### src/rtl/gpio_edge_pkg.sv
package gpio_edge_pkg;

    typedef enum logic [1:0] {
        RK_NONE,
        RK_RISE,
        RK_FALL,
        RK_STAT
    } reg_kind_e;

    localparam int RISE_OFS = 'h30;
    localparam int FALL_OFS = 'h3C;
    localparam int STAT_OFS = 'h48;

endpackage

### src/rtl/gpio_sync2.sv
module gpio_sync2 #(
    parameter int WIDTH = 85
) (
    input  logic             clk,
    input  logic             rst_n,
    input  logic [WIDTH-1:0] async_i,
    output logic [WIDTH-1:0] sync_o
);

    logic [WIDTH-1:0] meta_q;
    logic [WIDTH-1:0] sync_q;

    always_ff @(posedge clk or negedge rst_n) begin
        if (!rst_n) begin
            meta_q <= '0;
            sync_q <= '0;
        end else begin
            meta_q <= async_i;
            sync_q <= meta_q;
        end
    end

    assign sync_o = sync_q;

endmodule

### src/rtl/gpio_edge_detect.sv
module gpio_edge_detect #(
    parameter int WIDTH = 85
) (
    input  logic             clk,
    input  logic             rst_n,
    input  logic [WIDTH-1:0] level_i,
    input  logic [WIDTH-1:0] rise_en_i,
    input  logic [WIDTH-1:0] fall_en_i,
    output logic [WIDTH-1:0] evt_o
);

    logic [WIDTH-1:0] prev_q;

    always_ff @(posedge clk or negedge rst_n) begin
        if (!rst_n) prev_q <= '0;
        else        prev_q <= level_i;
    end

    always_comb begin
        evt_o = (level_i & ~prev_q & rise_en_i) |
                (~level_i & prev_q & fall_en_i);
    end

endmodule

### src/rtl/gpio_status_w1c.sv
module gpio_status_w1c #(
    parameter int WIDTH = 85
) (
    input  logic             clk,
    input  logic             rst_n,
    input  logic [WIDTH-1:0] set_i,
    input  logic [WIDTH-1:0] clr_i,
    output logic [WIDTH-1:0] status_o
);

    logic [WIDTH-1:0] stat_q;

    // a new event overrides a clear aimed at the same bit
    always_ff @(posedge clk or negedge rst_n) begin
        if (!rst_n) stat_q <= '0;
        else        stat_q <= (stat_q & ~clr_i) | set_i;
    end

    assign status_o = stat_q;

endmodule

### src/rtl/gpio_reg_decode.sv
module gpio_reg_decode
    import gpio_edge_pkg::*;
#(
    parameter int ADDR_W    = 8,
    parameter int NUM_WORDS = 3,
    parameter int IDX_W     = 2
) (
    input  logic [ADDR_W-1:0] addr_i,
    output reg_kind_e         kind_o,
    output logic [IDX_W-1:0]  idx_o
);

    localparam int SPAN = 4 * NUM_WORDS;

    int a;

    always_comb begin
        a      = int'(addr_i);
        kind_o = RK_NONE;
        idx_o  = '0;
        if (addr_i[1:0] == 2'b00) begin
            if (a >= RISE_OFS && a < RISE_OFS + SPAN) begin
                kind_o = RK_RISE;
                idx_o  = IDX_W'((a - RISE_OFS) / 4);
            end else if (a >= FALL_OFS && a < FALL_OFS + SPAN) begin
                kind_o = RK_FALL;
                idx_o  = IDX_W'((a - FALL_OFS) / 4);
            end else if (a >= STAT_OFS && a < STAT_OFS + SPAN) begin
                kind_o = RK_STAT;
                idx_o  = IDX_W'((a - STAT_OFS) / 4);
            end
        end
    end

endmodule

### src/rtl/gpio_edge_irq.sv
module gpio_edge_irq
    import gpio_edge_pkg::*;
#(
    parameter int NUM_PINS = 85,
    parameter int WORD_W   = 32,
    parameter int ADDR_W   = 8
) (
    input  logic                clk,
    input  logic                rst_n,
    input  logic [NUM_PINS-1:0] pin_in,
    input  logic                bus_wr,
    input  logic [ADDR_W-1:0]   bus_addr,
    input  logic [WORD_W-1:0]   bus_wdata,
    output logic [WORD_W-1:0]   bus_rdata,
    output logic                irq_pin0,
    output logic                irq_pin1,
    output logic                irq_shared
);

    localparam int NUM_WORDS = (NUM_PINS + WORD_W - 1) / WORD_W;
    localparam int PAD_W     = NUM_WORDS * WORD_W;
    localparam int IDX_W     = (NUM_WORDS > 1) ? $clog2(NUM_WORDS) : 1;

    function automatic logic [PAD_W-1:0] valid_bits();
        logic [PAD_W-1:0] m;
        m = '0;
        for (int i = 0; i < NUM_PINS; i++) m[i] = 1'b1;
        return m;
    endfunction

    localparam logic [PAD_W-1:0] VALID = valid_bits();

    reg_kind_e        kind;
    logic [IDX_W-1:0] widx;

    logic [PAD_W-1:0]    rise_pad, fall_pad, clr_pad, stat_pad;
    logic [NUM_PINS-1:0] pin_sync, edge_evt, status_q;

    gpio_reg_decode #(
        .ADDR_W   (ADDR_W),
        .NUM_WORDS(NUM_WORDS),
        .IDX_W    (IDX_W)
    ) u_dec (
        .addr_i(bus_addr),
        .kind_o(kind),
        .idx_o (widx)
    );

    for (genvar w = 0; w < NUM_WORDS; w++) begin : g_word
        logic hit_rise, hit_fall, hit_stat;
        logic [WORD_W-1:0] keep;

        assign keep     = VALID[w*WORD_W +: WORD_W];
        assign hit_rise = bus_wr && (kind == RK_RISE) && (widx == IDX_W'(w));
        assign hit_fall = bus_wr && (kind == RK_FALL) && (widx == IDX_W'(w));
        assign hit_stat = bus_wr && (kind == RK_STAT) && (widx == IDX_W'(w));

        always_ff @(posedge clk or negedge rst_n) begin
            if (!rst_n) begin
                rise_pad[w*WORD_W +: WORD_W] <= '0;
                fall_pad[w*WORD_W +: WORD_W] <= '0;
            end else begin
                if (hit_rise) rise_pad[w*WORD_W +: WORD_W] <= bus_wdata & keep;
                if (hit_fall) fall_pad[w*WORD_W +: WORD_W] <= bus_wdata & keep;
            end
        end

        assign clr_pad[w*WORD_W +: WORD_W] = hit_stat ? (bus_wdata & keep) : '0;
    end

    gpio_sync2 #(.WIDTH(NUM_PINS)) u_sync (
        .clk    (clk),
        .rst_n  (rst_n),
        .async_i(pin_in),
        .sync_o (pin_sync)
    );

    gpio_edge_detect #(.WIDTH(NUM_PINS)) u_edge (
        .clk      (clk),
        .rst_n    (rst_n),
        .level_i  (pin_sync),
        .rise_en_i(rise_pad[NUM_PINS-1:0]),
        .fall_en_i(fall_pad[NUM_PINS-1:0]),
        .evt_o    (edge_evt)
    );

    gpio_status_w1c #(.WIDTH(NUM_PINS)) u_stat (
        .clk     (clk),
        .rst_n   (rst_n),
        .set_i   (edge_evt),
        .clr_i   (clr_pad[NUM_PINS-1:0]),
        .status_o(status_q)
    );

    always_comb begin
        stat_pad                 = '0;
        stat_pad[NUM_PINS-1:0]   = status_q;
    end

    always_comb begin
        unique case (kind)
            RK_RISE: bus_rdata = rise_pad[int'(widx)*WORD_W +: WORD_W];
            RK_FALL: bus_rdata = fall_pad[int'(widx)*WORD_W +: WORD_W];
            RK_STAT: bus_rdata = stat_pad[int'(widx)*WORD_W +: WORD_W];
            default: bus_rdata = '0;
        endcase
    end

    assign irq_pin0   = status_q[0];
    assign irq_pin1   = status_q[1];
    assign irq_shared = |status_q[NUM_PINS-1:2];

endmodule

### config.mk
export PLATFORM = sky130hd
export DESIGN_NAME = gpio_edge_irq
export DESIGN_NICKNAME = d
export VERILOG_FILES = /design/src/rtl/gpio_edge_pkg.sv /design/src/rtl/gpio_sync2.sv /design/src/rtl/gpio_edge_detect.sv /design/src/rtl/gpio_status_w1c.sv /design/src/rtl/gpio_reg_decode.sv /design/src/rtl/gpio_edge_irq.sv
export SDC_FILE = /design/constraint.sdc
export NUM_CORES = 1
export LEC_CHECK = 0
export ABC_AREA = 1
export BUFFER_PORTS_ARGS = -buffer_cell sky130_fd_sc_hd__buf_2
export CAP_MARGIN = 15
export CORE_MARGIN = 3
export CORE_UTILIZATION = 55
export CTS_BUF_LIST = sky130_fd_sc_hd__clkbuf_16
export DETAILED_ROUTE_END_ITERATION = 8
export PLACE_DENSITY = 0.74
export SETUP_SLACK_MARGIN = 0.1
export SLEW_MARGIN = 30
export SYNTH_ARGS = -nofsm -noshare
export SYNTH_HDL_FRONTEND = slang
export SYNTH_SLANG_ARGS = --single-unit
### constraint.sdc
create_clock -name clk -period 2.6 [get_ports clk]
set_clock_uncertainty 0.15 [all_clocks]
set_input_delay 0.39 -clock clk [delete_from_list [all_inputs] [get_ports clk]]
set_output_delay 0.39 -clock clk [all_outputs]
set_load 0.01 [all_outputs]
* Word level (Yosys, flattened, before mapping) *
Index checks and enable logic that the tools add are counted.

cells by class
  add/subtract/negate cells = 6
  $lt $le $gt $ge = 6
  eq/ne operators = 5
  shift-type cells = 3
  mux-type cells = 12
  bitwise operators = 13
  reduce and logical (&&, ||, !) cells = 21

operators with widths
  operator             count
  $and 85x85->85       5
  $shiftx 96x8->32     3
  $not 85->85          3
  $or 85x85->85        2
  $pmux 32 s3          1
  $reduce_or 83->1     1
  $mux 32              2
  $mux 21              1
  $sub 8x6->9 const B  2
  $ge 8x6->1 const B   2
  $lt 8x7->1 const B   2
  $mux 2               8
  $logic_and 1x1->1    15
  $sub 8x7->9 const B  1
  $ge 8x7->1 const B   1
  $lt 8x6->1 const B   1
  $add 2x1->2          3
  $eq 2x2->1 const B   3
  $reduce_or 2->1      3
  $eq 2x1->1 const B   2
  $logic_not 2->1      2
  $and 1x1->1          3

word-level totals
  flip-flop bits (word level) = 510
  output and inout port bits = 35
  logic and storage cells = 76

* Longest topological paths before layout *
Gate-level depths: netlist (run 1).

  depth after elaboration = 14
  gate-level depth with buffers = 17
  depth with buffers taken out = 16

* Modules after synthesis *
Synthesis (run 1) repeated with hierarchy kept, for this count alone.

unflattened totals
  cell total of the unflattened synthesis = 2571
  area total of the unflattened synthesis = 21602.0 um^2

by module, submodules not included
  module            times used  cells an instance  area each (um^2)
  gpio_edge_irq     1           1409               9646.8
  gpio_sync2        1           170                4254.1
  gpio_edge_detect  1           510                3935.0
  gpio_status_w1c   1           425                3403.3
  gpio_reg_decode   1           57                 362.8

* Worst setup path before layout (run 1) *
Ideal clock, no wire load.

  path type = in2out
  start = input bus_addr[2]
  end = output bus_rdata[10]
  arrival = 2056 ps
  data required time = 2060 ps
  setup slack = 4 ps
  stages = 15
  path through = ha_1 -> inv_1 -> nor2_1 -> nor3_1 -> ha_1 -> xor2_1 -> nand3_1 -> nand2_1 -> inv_1 -> nand2_2 -> nand2_4 -> buf_4 -> clkbuf_1 -> a21oi_1 -> nor2_1

between the ends
  cells in the longest elaborated chain, start to end = 9

RTL lines
  element                              RTL line                                                          text
  start, declared                      gpio_edge_irq.sv:12                                               input logic [ADDR_W-1:0] bus_addr,
  $sub 8x7->9                          gpio_reg_decode.sv:30                                             idx_o = IDX_W'((a - STAT_OFS) / 4);
  $and 1x1->1 (no source line)         --
  $add 2x1->2 (no source line)         --
  $mux 2                               gpio_reg_decode.sv:28                                             end else if (a >= STAT_OFS && a < STAT_OFS + SPAN) begin
  $mux 2                               gpio_reg_decode.sv:25                                             end else if (a >= FALL_OFS && a < FALL_OFS + SPAN) begin
  $mux 2                               gpio_reg_decode.sv:22                                             if (a >= RISE_OFS && a < RISE_OFS + SPAN) begin
  $mux 2                               gpio_reg_decode.sv:21                                             if (addr_i[1:0] == 2'b00) begin
  $shiftx 96x8->32 (on tied branches)  gpio_edge_irq.sv:104, gpio_edge_irq.sv:102, gpio_edge_irq.sv:103
  $pmux 32 s3 *                        gpio_edge_irq.sv:101                                              unique case (kind)
  end, declared                        gpio_edge_irq.sv:14                                               output logic [WORD_W-1:0] bus_rdata,

Every way passes the cells marked *; elsewhere a longest branch is shown, timed or not.

* Worst setup path in the final report (run 1) *
  start = input bus_addr[3]
  end = output bus_rdata[0]

Same word-level chain as after synthesis.

==> impl_metrics.toml, run 1 <==
[synth]
synth_nets = 2448
synthSimpleGateAreaFrac_pct = 22.6
synth.top_cell.area_share_pct = 60.5
yosysWarnings = 0
synth_area_leader_cell = "dfrtp_1"
async_reset_ff_share_pct = 100
synth_xor_area_share_pct = 0.125
synth.distinct_cells = 31
synth_compound_area_share_pct = 7.86
yosysSeqAreaShare_pct = 60.5
synth_seq_cells = 510
avgSynthCellArea_um2 = 9.12
synthAdderAreaFrac_pct = 0.356
synth_ff_type = "dfrtp_1"
synth-edff-count = 0
synth_top_family_by_area = "simple AND/OR/NAND/NOR gates"
synthMuxAreaShare_pct = 0
syn_area_um2 = 21100
synth.area.top_cells = "dfrtp_1 (60%), nand2_1 (10%), inv_1 (5.7%)"
syn_inst = 2314

[routing]
drc_errors = 0
routed_wl_mm = 68.3
viasPerCell = 5.81
ant_nets = 0
first_pass_iters = 8
first_iter_violations = 2240
vias = 19100
wl_per_cell_um = 20.8

[hold_path]
hold_class = "input port to async pin"

[layout]
multi_input_area_um2 = 7950
finalNetCount = 2876
diodes = 0
syn_to_final_growth_pct = 37.1
drive_above_1_share_pct = 25.2
fill_cells = 2291
postLayoutCoreUtil_pct = 76.6
ff_latch_area_um2 = 12800

[power]
vdd_drop_max_uv = 623
p_per_area_nw_per_um2 = 644
cellLeakagePower_nw = 14.0
finalPower_w = 0.0186

[worst_setup_path]
worstPathArrival_ns = 2.50
rr_startpoint = "u_sync.sync_o[9]"
crit_path_end_kind = "output pin"
critPathMaxFanout = 8
worstReg2RegEnd = "u_stat.status_o[9]"
cp-start-kind = "input port"
worst-r2r-setup-slack_ns = 1.43
crit_type = "input port to output pin"
crit_required_ns = 2.06
rr_worst_depth = 3

[floorplan]
rows = 71
die_w_um = 202
die_area_um2 = 40700
chipHeight_um = 202
start_util_pct = 55.9
ios = 163
core_area_um2 = 37800

[place]
dp_slack_ns = -0.455
hpwl_mm = 39.0
portBuffers = 162
gp_congestion = 0.994

[global_routing]
grt_pass1_vias = 18600
grt_max_degree = 71
grt.total_usage_pct = 31.2
antenna_found_initial = 0
overflow = 0
grt_pass1_wl_mm = 100

[timing]
maxSlewViolCount = 0
period_needed_ns = 3.04
period_share_pct = 117
slew_headroom_pct = 64.6
grt_setup_unrepaired = "yes"
holdWs_ns = 0.182
worst_slack_ns = -0.438
hold_viol_final = 0
fmax_mhz = 329
worst-slew-pin-transition_ns = 0.531
setup_viol = 35

[cts]
clk_pin_slew_ns = 0.06
cts_max_level = 2
clockBufferDepth = 3
cts_tree = "yes"
cts_sinks = 510
numCtsBuffers = 52
clk_latency_ns = 0.59
cts-root-buf = "clkbuf_16"

[status]
status = "finished with violations"
violations = "negative setup slack"

[run]
maxCapViolations = 0
==> placed cells by master (no fill, tap or decap), types with 85 or more instances in the layout <==
cell type and n:
nand2_1 555, dfrtp_1 510, inv_1 324, buf_2 141, nand3_1 133, dlygate4sd3_1 118
buf_4 106, o21ai_1 95, nand4_1 90, a31oi_1 85
==> repair_timing <==
item | CTS | global route
setup buffers | 26 | 18
cloned | 7 | 14
pin swaps | 20 | 100
hold endpoints to repair | 224 | 0
hold buffers | 118 | 0
resized for setup | 130 | 229
setup endpoints to repair | 33 | 34
==> layout make-up <==
cell class | instances | share of cell area [%]
well taps | 511 | 2.21
clock inverters | 40 | 1.10
inverters | 326 | 4.26
repair buffers | 480 | 16.2
flip-flops and latches | 510 | 44.1
clock buffers | 53 | 4.58
multi-input cells | 1372 | 27.5
==> state kept, by name, summed over array words and instances (netlist names) <==
| register | cells |
|---|---|
| u_sync.sync_o | 85 |
| u_sync.meta_q | 85 |
| fall_pad | 85 |
| rise_pad | 85 |
| u_stat.status_o | 85 |
| u_edge.prev_q | 85 |
==> synthesized netlist by cell type (4+ instances only) <==
master / n
o21ai_1: 105
inv_2: 7
buf_1: 5
nor4_1: 22
a31oi_1: 87
nand4_1: 90
dfrtp_1: 510
nand2_2: 9
nand2_1: 580
buf_2: 53
nor2_1: 90
inv_1: 319
a21oi_1: 23
o21ai_0: 37
clkbuf_1: 30
buf_6: 7
ha_1: 6
buf_4: 13
nand3_1: 203
nor3_1: 68
o21ai_2: 32
nand2_4: 4
==> cells by family after synthesis <==
logic type / count (synthesis)
AND/OR/NAND/NOR: 1076
flip-flops: 510
buffers and inverters: 434
AO/OA/AOI/OAI: 285
adder cells (fa/ha/maj): 6
XOR/XNOR: 3
==> critical path: stages <==
cell and delay, ns:
buf_8 0.11, ha_4 0.16, inv_4 0.06, nor2_4 0.04
nor3_2 0.23, ha_2 0.22, xor2_1 0.13, nand3_1 0.10
nand2_1 0.10, inv_2 0.07, nand2_8 0.13, nand2_8 0.13
buf_12 0.18, nand3_2 0.07, nand3_2 0.10, nor2_4 0.17
buf_6 0.13
==> routing by layer <==
layer | track usage, % | wire length (um) | vias up
li1 | - | - | 8365
met1 | 40.9 | 25000 | 9262
met2 | 51.5 | 32700 | 1198
met3 | 5.04 | 6860 | 303
met4 | 14.1 | 3790 | 0
met5 | 0 | 0 | -
==> power by group <==
group	leakage, nW	internal [W]	switching [W]
Clock	0.833	0.00418	0.00312
Combinational	7.31	0.000974	0.00142
Sequential	5.89	0.00851	0.000427
Total	14.0	0.0137	0.00497
==> how the worst max path moves through the flow <==
stage | start | endpoint | slack [ns] | cells after the start
6_report | bus_addr[3] | bus_rdata[0] | -0.44 | 17
5_1_grt | bus_addr[3] | bus_rdata[29] | -0.48 | 18
4_1_cts | bus_addr[2] | bus_rdata[22] | -0.29 | 18
2_1_floorplan | bus_addr[7] | bus_rdata[10] | 0.1 | 14
3_3_place_gp | bus_addr[7] | bus_rdata[0] | -0.42 | 16
3_5_place_dp | bus_addr[7] | bus_rdata[0] | -0.46 | 16
==> through the flow <==
stage	setup TNS, ns	instances	area (um^2)
after floorplan	0	2314	21100
after global placement	-58.57	3016	23600
after detailed placement	-66.75	3016	23600
after CTS	-7.87	3260	27400
after global routing	-14.71	3292	28900
final	-13.00	3292	28900
Note: power is estimated with default switching activity, not from simulation.
==> run 2, diff against run 1 <==
--- a/config.mk
+++ b/config.mk
@@ -13,7 +13,7 @@
 export CTS_BUF_LIST = sky130_fd_sc_hd__clkbuf_16
 export DETAILED_ROUTE_END_ITERATION = 8
 export PLACE_DENSITY = 0.74
-export SETUP_SLACK_MARGIN = 0.1
+export SETUP_SLACK_MARGIN = 0.02
 export SLEW_MARGIN = 30
 export SYNTH_ARGS = -nofsm -noshare
 export SYNTH_HDL_FRONTEND = slang
==> run 2 against run 1 <==
Against the previous run: critical endpoint is now bus_rdata[12]; core utilization is 1.5 points lower; the run still ends with negative setup slack left; via count down 0.38%; total power decreased by 2.2%; fmax shrank 0.18%; cell count fell by 0.21%; sequential share of layout area increased by 0.90 points; first-iteration DRC count decreased by 1.9%; clock power decreased by 4.2%; sequential power barely moved; die area unchanged.
==> impl_metrics.toml, run 2 (synthesized netlist as in run 1, its figures left out) <==
[routing]
vias = 19100
viasPerCell = 5.80
first_pass_iters = 8
first_iter_violations = 2197
drc_errors = 0
ant_nets = 0
routed_wl_mm = 67.4
wl_per_cell_um = 20.5

[floorplan]
die_w_um = 202
ios = 163
core_area_um2 = 37800
die_area_um2 = 40700
start_util_pct = 55.9
rows = 71
chipHeight_um = 202

[worst_setup_path]
critPathMaxFanout = 6
worstPathArrival_ns = 2.50
worst-r2r-setup-slack_ns = 1.45
crit_chain = "buf_2 -> nor2_4 -> inv_2 -> nor3_2 -> ha_2 -> o21ai_2 -> buf_4 -> a21oi_4 -> buf_12 -> buf_12 -> buf_4 -> nand3_1 -> nand3_1 -> nor2_2 -> buf_2"
critical_path.slowest_cell = "ha_2"
cp_top_family = "buffers and inverters"
crit_type = "input port to output pin"
cp-start-kind = "input port"
crit_required_ns = 2.06
path_buf_inv = 7
cpPeakStageDelay_ns = 0.30
crit_path_end_kind = "output pin"

[place]
dp_slack_ns = -0.380
placed_cells = 3017
gp_congestion = 0.903
hpwl_mm = 39.7
portBuffers = 162

[timing]
slew_headroom_pct = 69.0
period_needed_ns = 3.04
hold_viol_final = 0
worst_slack_ns = -0.443
period_share_pct = 117
setup_viol = 33
maxSlewViolCount = 0
holdWs_ns = 0.141
grt_setup_unrepaired = "yes"
fmax_mhz = 329
worst-slew-pin-transition_ns = 0.465

[global_routing]
grt_pass1_wl_mm = 105
overflow = 0
grt.total_usage_pct = 32.7
antenna_found_initial = 0
grt_max_degree = 90
grt_pass1_vias = 19300

[power]
comb_power_share_pct = 12.6
swShare_pct = 26.7
cellLeakagePower_nw = 13.9
p_sw_w = 0.00486
power_frac_seq_pct = 49.0
p_per_area_nw_per_um2 = 643
p_clk_share_pct = 38.3
p_int_w = 0.0134
vdd_drop_max_uv = 608

[status]
violations = "negative setup slack"
status = "finished with violations"

[cts]
clk_latency_ns = 0.60
cts_max_level = 2
cts_sinks = 510
numCtsBuffers = 51
clk_pin_slew_ns = 0.06
clockBufferDepth = 3
cts_tree = "yes"
cts-root-buf = "clkbuf_16"

[layout]
finalNonFillerCells = 3285
finalNetCount = 2869
diodes = 0
final_common_cell = "nand2_1"
drive_above_1_share_pct = 22.8
mostFrequentLayoutCells = "nand2_1 (570), dfrtp_1 (509), inv_1 (326)"
syn_to_final_growth_pct = 34.4
postLayoutCoreUtil_pct = 75.1

[hold_path]
hold_class = "input port to async pin"

[run]
maxCapViolations = 0
run 2: cell count changes in the layout (fill, tap and decap cells not counted), sizes merged:
cell	previous run	this run
clkbuf	64	55
bufbuf	0	4
clkinvlp	4	0
clkinv	22	25
inv	335	338
bufinv	5	3
buf	351	350
nand2	595	594
run 2: path summary, 6_finish.rpt:
kind	start	end	cells after the start
setup reg to reg	u_sync.sync_o[22]	u_stat.status_o[22]	3
hold reg to reg	u_sync.meta_q[72]	u_sync.sync_o[72]	0
max in group asynchronous	rst_n	u_edge.prev_q[35]	3
hold / removal	rst_n	u_stat.status_o[14]	2
min in group clk	u_sync.meta_q[72]	u_sync.sync_o[72]	0
setup / recovery	bus_addr[6]	bus_rdata[12]	15
run 2: metal layers:
layer,routed length [um],vias up,track usage (%)
met1,25300,9164,42.7
met2,31600,1207,52.4
li1,-,8353,-
met4,3910,0,15.1
met3,6640,332,7.63
met5,0,-,0
run 2: repair_timing:
| action | CTS | global route |
|---|---|---|
| pin swaps | 47 | 49 |
| setup endpoints to repair | 33 | 128 |
| resized for setup | 164 | 92 |
| endpoints found under the hold margin | 444 | 0 |
| hold buffers | 118 | 0 |
| cloned | 16 | 4 |
| buffers inserted | 36 | 7 |
run 2: power groups by stage:
stage | logic, W | clock network [W] | registers [W]
3_5_place_dp | 0.00178 | 0 | 0.00902
4_1_cts | 0.00218 | 0.00703 | 0.00890
5_1_grt | 0.00252 | 0.00741 | 0.00898
6_report | 0.00230 | 0.00699 | 0.00893
3_3_place_gp | 0.00172 | 0 | 0.00900
2_1_floorplan | 0.000966 | 0 | 0.00890
run 2: metrics by stage:
| step | cell area, um^2 | setup TNS (ns) | total power [W] |
|---|---|---|---|
| after global routing | 28400 | -14.80 | 0.0189 |
| after CTS | 27900 | -9.24 | 0.0181 |
| after global placement | 23700 | -51.92 | 0.0107 |
| final | 28400 | -12.14 | 0.0182 |
| after floorplan | 21100 | 0 | 0.00986 |
| after detailed placement | 23700 | -56.43 | 0.0108 |
run 2: cell type report:
type | instances | area (um^2)
inverter | 326 | 1230
clock buffer | 52 | 1300
sequential | 510 | 12800
multi-input combinational | 1371 | 7440
tap | 511 | 639
fill | 2436 | 9400
timing repair buffer | 475 | 4730
clock inverter | 40 | 254
